===== config.mk =====
export PLATFORM = sky130hd
export DESIGN_NAME = remap_top
export DESIGN_NICKNAME = d
export VERILOG_FILES = /design/src/rtl/remap_pkg.sv /design/src/rtl/remap_ctrl.sv /design/src/rtl/remap_slot.sv /design/src/rtl/remap_top.sv
export SDC_FILE = /design/constraint.sdc
export NUM_CORES = 2
export LEC_CHECK = 0
export ABC_AREA = 1
export BUFFER_PORTS_ARGS = -buffer_cell sky130_fd_sc_hd__buf_2
export CAP_MARGIN = 5
export CORE_UTILIZATION = 60
export CTS_CLUSTER_SIZE = 16
export DETAILED_ROUTE_END_ITERATION = 12
export PLACE_DENSITY_LB_ADDON = 0.12
export SYNTH_ARGS = -nofsm -noshare
export SYNTH_HDL_FRONTEND = slang
export SYNTH_SLANG_ARGS = --single-unit

===== constraint.sdc =====
create_clock -name clk -period 8.45 [get_ports clk]
set_input_delay 0.845 -clock clk [delete_from_list [all_inputs] [get_ports clk]]
set_output_delay 0.845 -clock clk [all_outputs]
set_load 0.005 [all_outputs]

===== src/rtl/remap_pkg.sv =====
package remap_pkg;
  localparam int DIM_W = 7;
  localparam int SHAPE_W = 32;

  typedef struct packed {
    logic [6:0]       spare;
    logic             en;
    logic [2:0]       ord;
    logic [DIM_W-1:0] zM1;
    logic [DIM_W-1:0] yM1;
    logic [DIM_W-1:0] xM1;
  } shape_t;

  typedef struct packed {
    logic clr;
    logic adv;
    logic last;
  } strb_t;

  // packed {outer, middle, inner} dimension numbers (0=x,1=y,2=z)
  function automatic logic [5:0] permOf(input logic [2:0] ord);
    case (ord)
      3'd1:    permOf = {2'd1, 2'd2, 2'd0};
      3'd2:    permOf = {2'd2, 2'd0, 2'd1};
      3'd3:    permOf = {2'd0, 2'd2, 2'd1};
      3'd4:    permOf = {2'd1, 2'd0, 2'd2};
      3'd5:    permOf = {2'd0, 2'd1, 2'd2};
      default: permOf = {2'd2, 2'd1, 2'd0};
    endcase
  endfunction
endpackage


===== src/rtl/remap_ctrl.sv =====
module remap_ctrl
  import remap_pkg::*;
#(
  parameter int IDXW = 16
) (
  input  logic            clk,
  input  logic            rstN,
  input  logic            start,
  input  logic            step,
  input  logic [IDXW-1:0] vlIn,
  output strb_t           strb,
  output logic [IDXW-1:0] seqCnt,
  output logic [IDXW-1:0] seqIdx,
  output logic            valid,
  output logic            done
);
  logic            active;
  logic [IDXW-1:0] vlQ;

  always_comb begin
    strb.clr  = start;
    strb.adv  = step && active && !start;
    strb.last = strb.adv && (seqCnt == vlQ - IDXW'(1));
  end

  always_ff @(posedge clk) begin
    if (!rstN) begin
      active <= 1'b0;
      vlQ    <= '0;
      seqCnt <= '0;
      seqIdx <= '0;
      valid  <= 1'b0;
      done   <= 1'b0;
    end else begin
      valid <= strb.adv;
      done  <= strb.last;
      if (strb.adv) seqIdx <= seqCnt;
      if (strb.clr) begin
        active <= (vlIn != '0);
        vlQ    <= vlIn;
        seqCnt <= '0;
      end else if (strb.adv) begin
        seqCnt <= seqCnt + IDXW'(1);
        if (strb.last) active <= 1'b0;
      end
    end
  end


  step_valid_chk: assert property (@(posedge clk) disable iff (!rstN)
    strb.adv |=> valid);

  last_done_chk: assert property (@(posedge clk) disable iff (!rstN)
    strb.last |=> (done && valid));

  done_idle_chk: assert property (@(posedge clk) disable iff (!rstN)
    (done && !start) |-> !strb.adv);
endmodule


===== src/rtl/remap_slot.sv =====
module remap_slot
  import remap_pkg::*;
#(
  parameter int IDXW   = 16,
  parameter int SLOT_W = 2,
  parameter int MY_ID  = 0
) (
  input  logic              clk,
  input  logic              rstN,
  input  logic              cfgWe,
  input  logic [SLOT_W-1:0] cfgSlot,
  input  logic [SHAPE_W-1:0] cfgData,
  input  strb_t             strb,
  input  logic [IDXW-1:0]   seqCnt,
  output logic [IDXW-1:0]   idxOut
);
  localparam int PW = 3 * DIM_W + 3;

  shape_t           shapeQ;
  logic [DIM_W-1:0] cnt    [3];
  logic [DIM_W-1:0] cntNxt [3];
  logic [DIM_W-1:0] lim    [3];
  logic [5:0]       perm;
  logic [PW-1:0]    xSz, ySz, lin;

  always_comb begin
    lim[0] = shapeQ.xM1;
    lim[1] = shapeQ.yM1;
    lim[2] = shapeQ.zM1;
    perm   = permOf(shapeQ.ord);
  end

  // carry chain in the slot's nesting order
  always_comb begin
    logic carry;
    logic [1:0] d;
    carry = 1'b1;
    for (int k = 0; k < 3; k++) cntNxt[k] = cnt[k];
    for (int p = 0; p < 3; p++) begin
      d = perm[2*p +: 2];
      if (carry) begin
        if (cnt[d] == lim[d]) begin
          cntNxt[d] = '0;
        end else begin
          cntNxt[d] = cnt[d] + DIM_W'(1);
          carry = 1'b0;
        end
      end
    end
  end

  always_comb begin
    xSz = PW'(shapeQ.xM1) + PW'(1);
    ySz = PW'(shapeQ.yM1) + PW'(1);
    lin = PW'(cnt[0]) + PW'(cnt[1]) * xSz + PW'(cnt[2]) * xSz * ySz;
  end

  always_ff @(posedge clk) begin
    if (!rstN) begin
      shapeQ <= '0;
      idxOut <= '0;
      for (int k = 0; k < 3; k++) cnt[k] <= '0;
    end else begin
      if (cfgWe && (cfgSlot == SLOT_W'(MY_ID))) shapeQ <= shape_t'(cfgData);
      if (strb.clr) begin
        for (int k = 0; k < 3; k++) cnt[k] <= '0;
      end else if (strb.adv) begin
        idxOut <= shapeQ.en ? IDXW'(lin) : seqCnt;
        for (int k = 0; k < 3; k++) cnt[k] <= cntNxt[k];
      end
    end
  end


  clr_zero_chk: assert property (@(posedge clk) disable iff (!rstN)
    strb.clr |=> (cnt[0] == '0 && cnt[1] == '0 && cnt[2] == '0));

  bypass_chk: assert property (@(posedge clk) disable iff (!rstN)
    (strb.adv && !shapeQ.en) |=> (idxOut == $past(seqCnt)));
endmodule


===== src/rtl/remap_top.sv =====
module remap_top
  import remap_pkg::*;
#(
  parameter int SLOTS = 4,
  parameter int IDXW  = 16
) (
  input  logic                  clk,
  input  logic                  rstN,
  input  logic                  cfgWe,
  input  logic [1:0]            cfgSlot,
  input  logic [31:0]           cfgData,
  input  logic                  start,
  input  logic [IDXW-1:0]       vlIn,
  input  logic                  step,
  output logic                  valid,
  output logic                  done,
  output logic [IDXW-1:0]       seqIdx,
  output logic [SLOTS*IDXW-1:0] remapIdx
);
  strb_t           strb;
  logic [IDXW-1:0] seqCnt;

  remap_ctrl #(.IDXW(IDXW)) i_ctrl (
    .clk(clk), .rstN(rstN), .start(start), .step(step), .vlIn(vlIn),
    .strb(strb), .seqCnt(seqCnt), .seqIdx(seqIdx), .valid(valid), .done(done)
  );

  for (genvar s = 0; s < SLOTS; s++) begin : g_slot
    remap_slot #(.IDXW(IDXW), .SLOT_W(2), .MY_ID(s)) i_slot (
      .clk(clk), .rstN(rstN), .cfgWe(cfgWe), .cfgSlot(cfgSlot),
      .cfgData(cfgData), .strb(strb), .seqCnt(seqCnt),
      .idxOut(remapIdx[s*IDXW +: IDXW])
    );
  end
endmodule


==> run_results.csv <==
group,metric,value,unit
outcome,run_status,"finished, violations left",
outcome,violations_in_the_final_reports,"setup timing",
route,drt.antenna.violating_nets,0,
critical_path,critical_path_fanout_max,4,
clock_network,cts_hold_repair.buffers,0,
route,drtPass1Iterations,6,
clock_network,ctsHtreeMaxLevel,2,
job,timing.max_cap.violations,0,
clock_network,cts-root-buf,"clkbuf_16",
floorplanning,initial_utilization,0.6073,
sta,final_hold_viol_count,0,
floorplanning,dieArea,0.08267,mm^2
sta,finClkSkew,0.03364,ns
critical_path,cp.required,8.89,ns
place,post-dp-hpwl,133.6,mm
sta,fin_worst_hold_slack,0.4600,ns
critical_path,crit_path_end_kind,"flop",
synthesis,netlist_instances,6717,
sta,slew-limit-headroom,0.2728,
floorplanning,die_width,287.5,um
pwr,power-per-cell-area,123.9,mW/mm^2
sta,post-route-period-util,1.107,
clock_network,cts_tree,"done",
sta,final_setup_margin,-0.9075,ns
floorplanning,placementRows,104,
cells_and_area,nNetsFinal,8325,
global_routing,grt_usage,0.4061,
cells_and_area,drive_above_1_share,0.2025,
synthesis,synth_flop_cell,"dfxtp_1",
place,io_buffers,129,
floorplanning,coreArea,0.08055,mm^2
route,routed_length_per_placed_instance,20.35,um
clock_network,clk_pin_slew,0.08,ns
global_routing,largest_net_degree_at_the_start_of_global_routing,112,
sta,setup_viol,37,
place,gp_routability_congestion,1.046,
hold_path,min-delay-path-class,"reg2reg",
floorplanning,dieHeight,287.5,um
synthesis,synth.largest_area_cell,"fa_1",
sta,max_clock_freq,0.1069,GHz
global_routing,grt.overflow.total,0,
clock_network,cts.sink_count,299,
synthesis,postSynthAreaPerCell,7.282,um^2
synthesis,yosysUniqueCellTypes,69,
pwr,vdd.ir_drop.worst,0.0001253,V
global_routing,grt_pass1_vias,46850,
clock_network,numCtsBuffers,40,
synthesis,synth_warnings,0,
sta,post_layout_min_period,9.357,ns
critical_path,setup.worst_path.start_class,"flop",
route,first_iter_violations,5182,
pwr,power.static_leakage,28.22,nW
synthesis,synth_edf_count,84,
synthesis,synth_nets,7786,
cells_and_area,flow.area_growth_from_synthesis,19.42,%
global_routing,grt_first_pass_wirelength,260.2,mm
cells_and_area,nFillCells,6463,
global_routing,antenna_found_initial,7,
route,via_count,48420,
critical_path,critical_path_class,"reg2reg",
clock_network,max-clock-path-buffers,3,
route,post_drt_via_cell_ratio,5.800,
synthesis,ys_async_sr_fraction,0,
synthesis,synth_area_leaders,"fa_1 (24%), ha_1 (11%), inv_1 (10%)",
cells_and_area,final_core_utilization,0.7252,
critical_path,cp_slowest_stage_delay,0.55,ns
synthesis,synth.cell_area,0.04892,mm^2
critical_path,slowest_stage,"fa_1",
clock_network,clock_insertion_delay_worst_skew,0.59,ns
floorplanning,num_io_pins,137,
critical_path,worst_path_most_repeated_cell,"fa_1",
sta,unrepaired_setup_endpoints_after_global_routing,"true",
sta,drv_slew,0,
route,drc_violation_count_after_routing,0,
route,finalWirelength,169.9,mm
synthesis,yosys_register_bits,299,
sta,slew_worst_pin,1.091,ns
synthesis,synth.top_cell.area_share,0.2390,
synthesis,sequential_fraction_of_the_synthesis_area,0.1396,
critical_path,worst_endpoint_data_arrival_time,9.80,ns
per-layer routing:
layer,global-route usage,share of wire,vias up
met5,0,0.000053,-
met4,0.1660,0.049,2
met3,0.08843,0.11,519
met2,0.6364,0.44,2627
met1,0.5441,0.40,23120
li1,-,-,22160
synthesized netlist by cell type (17+ instances only):
master / n
buf_4: 18
nand2_2: 19
nand2_1: 1153
o221ai_1: 54
clkbuf_1: 120
buf_2: 36
o22ai_1: 36
inv_1: 1333
xnor2_1: 86
fa_1: 584
nand4_1: 36
nand3b_1: 24
a22oi_1: 52
nand3_1: 202
nor3_1: 45
a21oi_1: 407
xor2_1: 143
inv_2: 53
o21ai_0: 409
o21ai_1: 67
a31oi_1: 43
dfxtp_1: 215
clkinv_1: 17
edfxtp_1: 84
nor2_4: 19
ha_1: 430
nor2_1: 835
path summary, 6_finish.rpt:
check	slack, ns	cells after the start	start	endpoint
min reg2reg	0.46	2	g_slot[0].i_slot.idxOut[15]$_SDFFE_PN0P_	g_slot[0].i_slot.idxOut[15]$_SDFFE_PN0P_
max	-0.91	47	g_slot[1].i_slot.lim[15]$_SDFFE_PN0P_	g_slot[1].i_slot.idxOut[15]$_SDFFE_PN0P_
max reg2reg	-0.91	47	g_slot[1].i_slot.lim[15]$_SDFFE_PN0P_	g_slot[1].i_slot.idxOut[15]$_SDFFE_PN0P_
min	0.46	2	g_slot[0].i_slot.idxOut[15]$_SDFFE_PN0P_	g_slot[0].i_slot.idxOut[15]$_SDFFE_PN0P_
layout make-up:
class / instances / area, um^2 / area share
multi-input cells: 4823 / 38510 / 0.6593
flip-flops and latches: 299 / 6859 / 0.1174
inverters: 1407 / 5333 / 0.09129
repair buffers: 685 / 5005 / 0.08568
well taps: 1060 / 1326 / 0.02270
clock buffers: 53 / 1197 / 0.02050
clock inverters: 18 / 171.4 / 0.002934
diodes: 4 / 10.01 / 0.0001714
metrics by stage:
step / setup slack (ns) / instances / power [W] / instance area [um^2] / TNS (ns)
after floorplan: -0.2686 / 6717 / 0.003732 / 49920 / -0.6186
after detailed placement: -0.8909 / 8187 / 0.004811 / 54560 / -16.64
after global placement: -0.7676 / 8187 / 0.004770 / 54560 / -13.40
after CTS: -0.7004 / 8294 / 0.006848 / 57080 / -11.11
final: -0.9075 / 8349 / 0.007238 / 58410 / -17.86
after global routing: -1.361 / 8348 / 0.007631 / 58410 / -30.39
layout by cell type (no fill, tap or decap), types with 25 or more instances in the layout:
cell and count:
inv_1 1204, nand2_1 1008, nor2_1 797, fa_1 574
buf_4 513, ha_1 371, a21oi_1 352, o21ai_0 342
dfxtp_1 201, nand3_1 182, inv_2 167, buf_2 128
xor2_1 126, nand2_2 123, o21ai_1 108, edfxtp_1 84
xnor2_1 80, ha_4 59, o221ai_1 54, a22oi_1 52
a21oi_2 50, clkbuf_16 46, nand2_4 45, buf_6 42
nor3_1 40, a31oi_1 39, nand4_1 36, nor2_4 36
o22ai_1 36, nor2_2 32, o21ai_2 25
kinds of logic (layout without fill, tap and decap cells):
kind of cell | Yosys count | after routing | share of synthesized area
and+or+nand+nor | 2420 | 2420 | 0.2085
buffers and inverters | 1595 | 2163 | 0.1264
other | 0 | 4 | 0
AOI/OAI and AO/OA | 1160 | 1160 | 0.1355
DFF | 299 | 299 | 0.1396
xor gates and xnor gates | 229 | 229 | 0.04100
adders and majority gates | 1014 | 1014 | 0.3490
where the power goes:
group | switching (W) | total [W] | internal [W] | leakage (nW)
sequential | 0.0000965 | 0.00163 | 0.00154 | 2.70
clock | 0.000762 | 0.00183 | 0.00106 | 0.666
combinational | 0.00221 | 0.00378 | 0.00157 | 24.9
what timing repair did:
| action | in CTS | in global routing |
|---|---|---|
| pin swaps | 206 | 260 |
| setup endpoints to repair | 39 | 40 |
| setup buffers | 41 | 56 |
| resized for setup | 223 | 289 |
sequential cells by signal, indices dropped and copies added, names as in the netlist:
signal and cells:
i_ctrl.seqIdx 16, g_slot.i_slot.shapeQ 16, i_ctrl.seqCnt 16, i_ctrl.done 1
i_ctrl.active 1, g_slot.i_slot.idxOut 64, g_slot.i_slot.lim 84, i_ctrl.valid 1
i_ctrl.vlQ 16, g_slot.i_slot.cnt 84
worst max-delay path, delay by kind of cell, from the launching register on:
| kind | cells | cell delay [ns] |
|---|---|---|
| adder cells (fa/ha/maj) | 12 | 5.54 |
| AND/OR/NAND/NOR | 17 | 1.85 |
| AO/OA/AOI/OAI | 6 | 0.90 |
| buffers and inverters | 12 | 0.56 |
| flip-flops | 1 | 0.38 |
No activity file was read; power rests on OpenSTA's default activity.
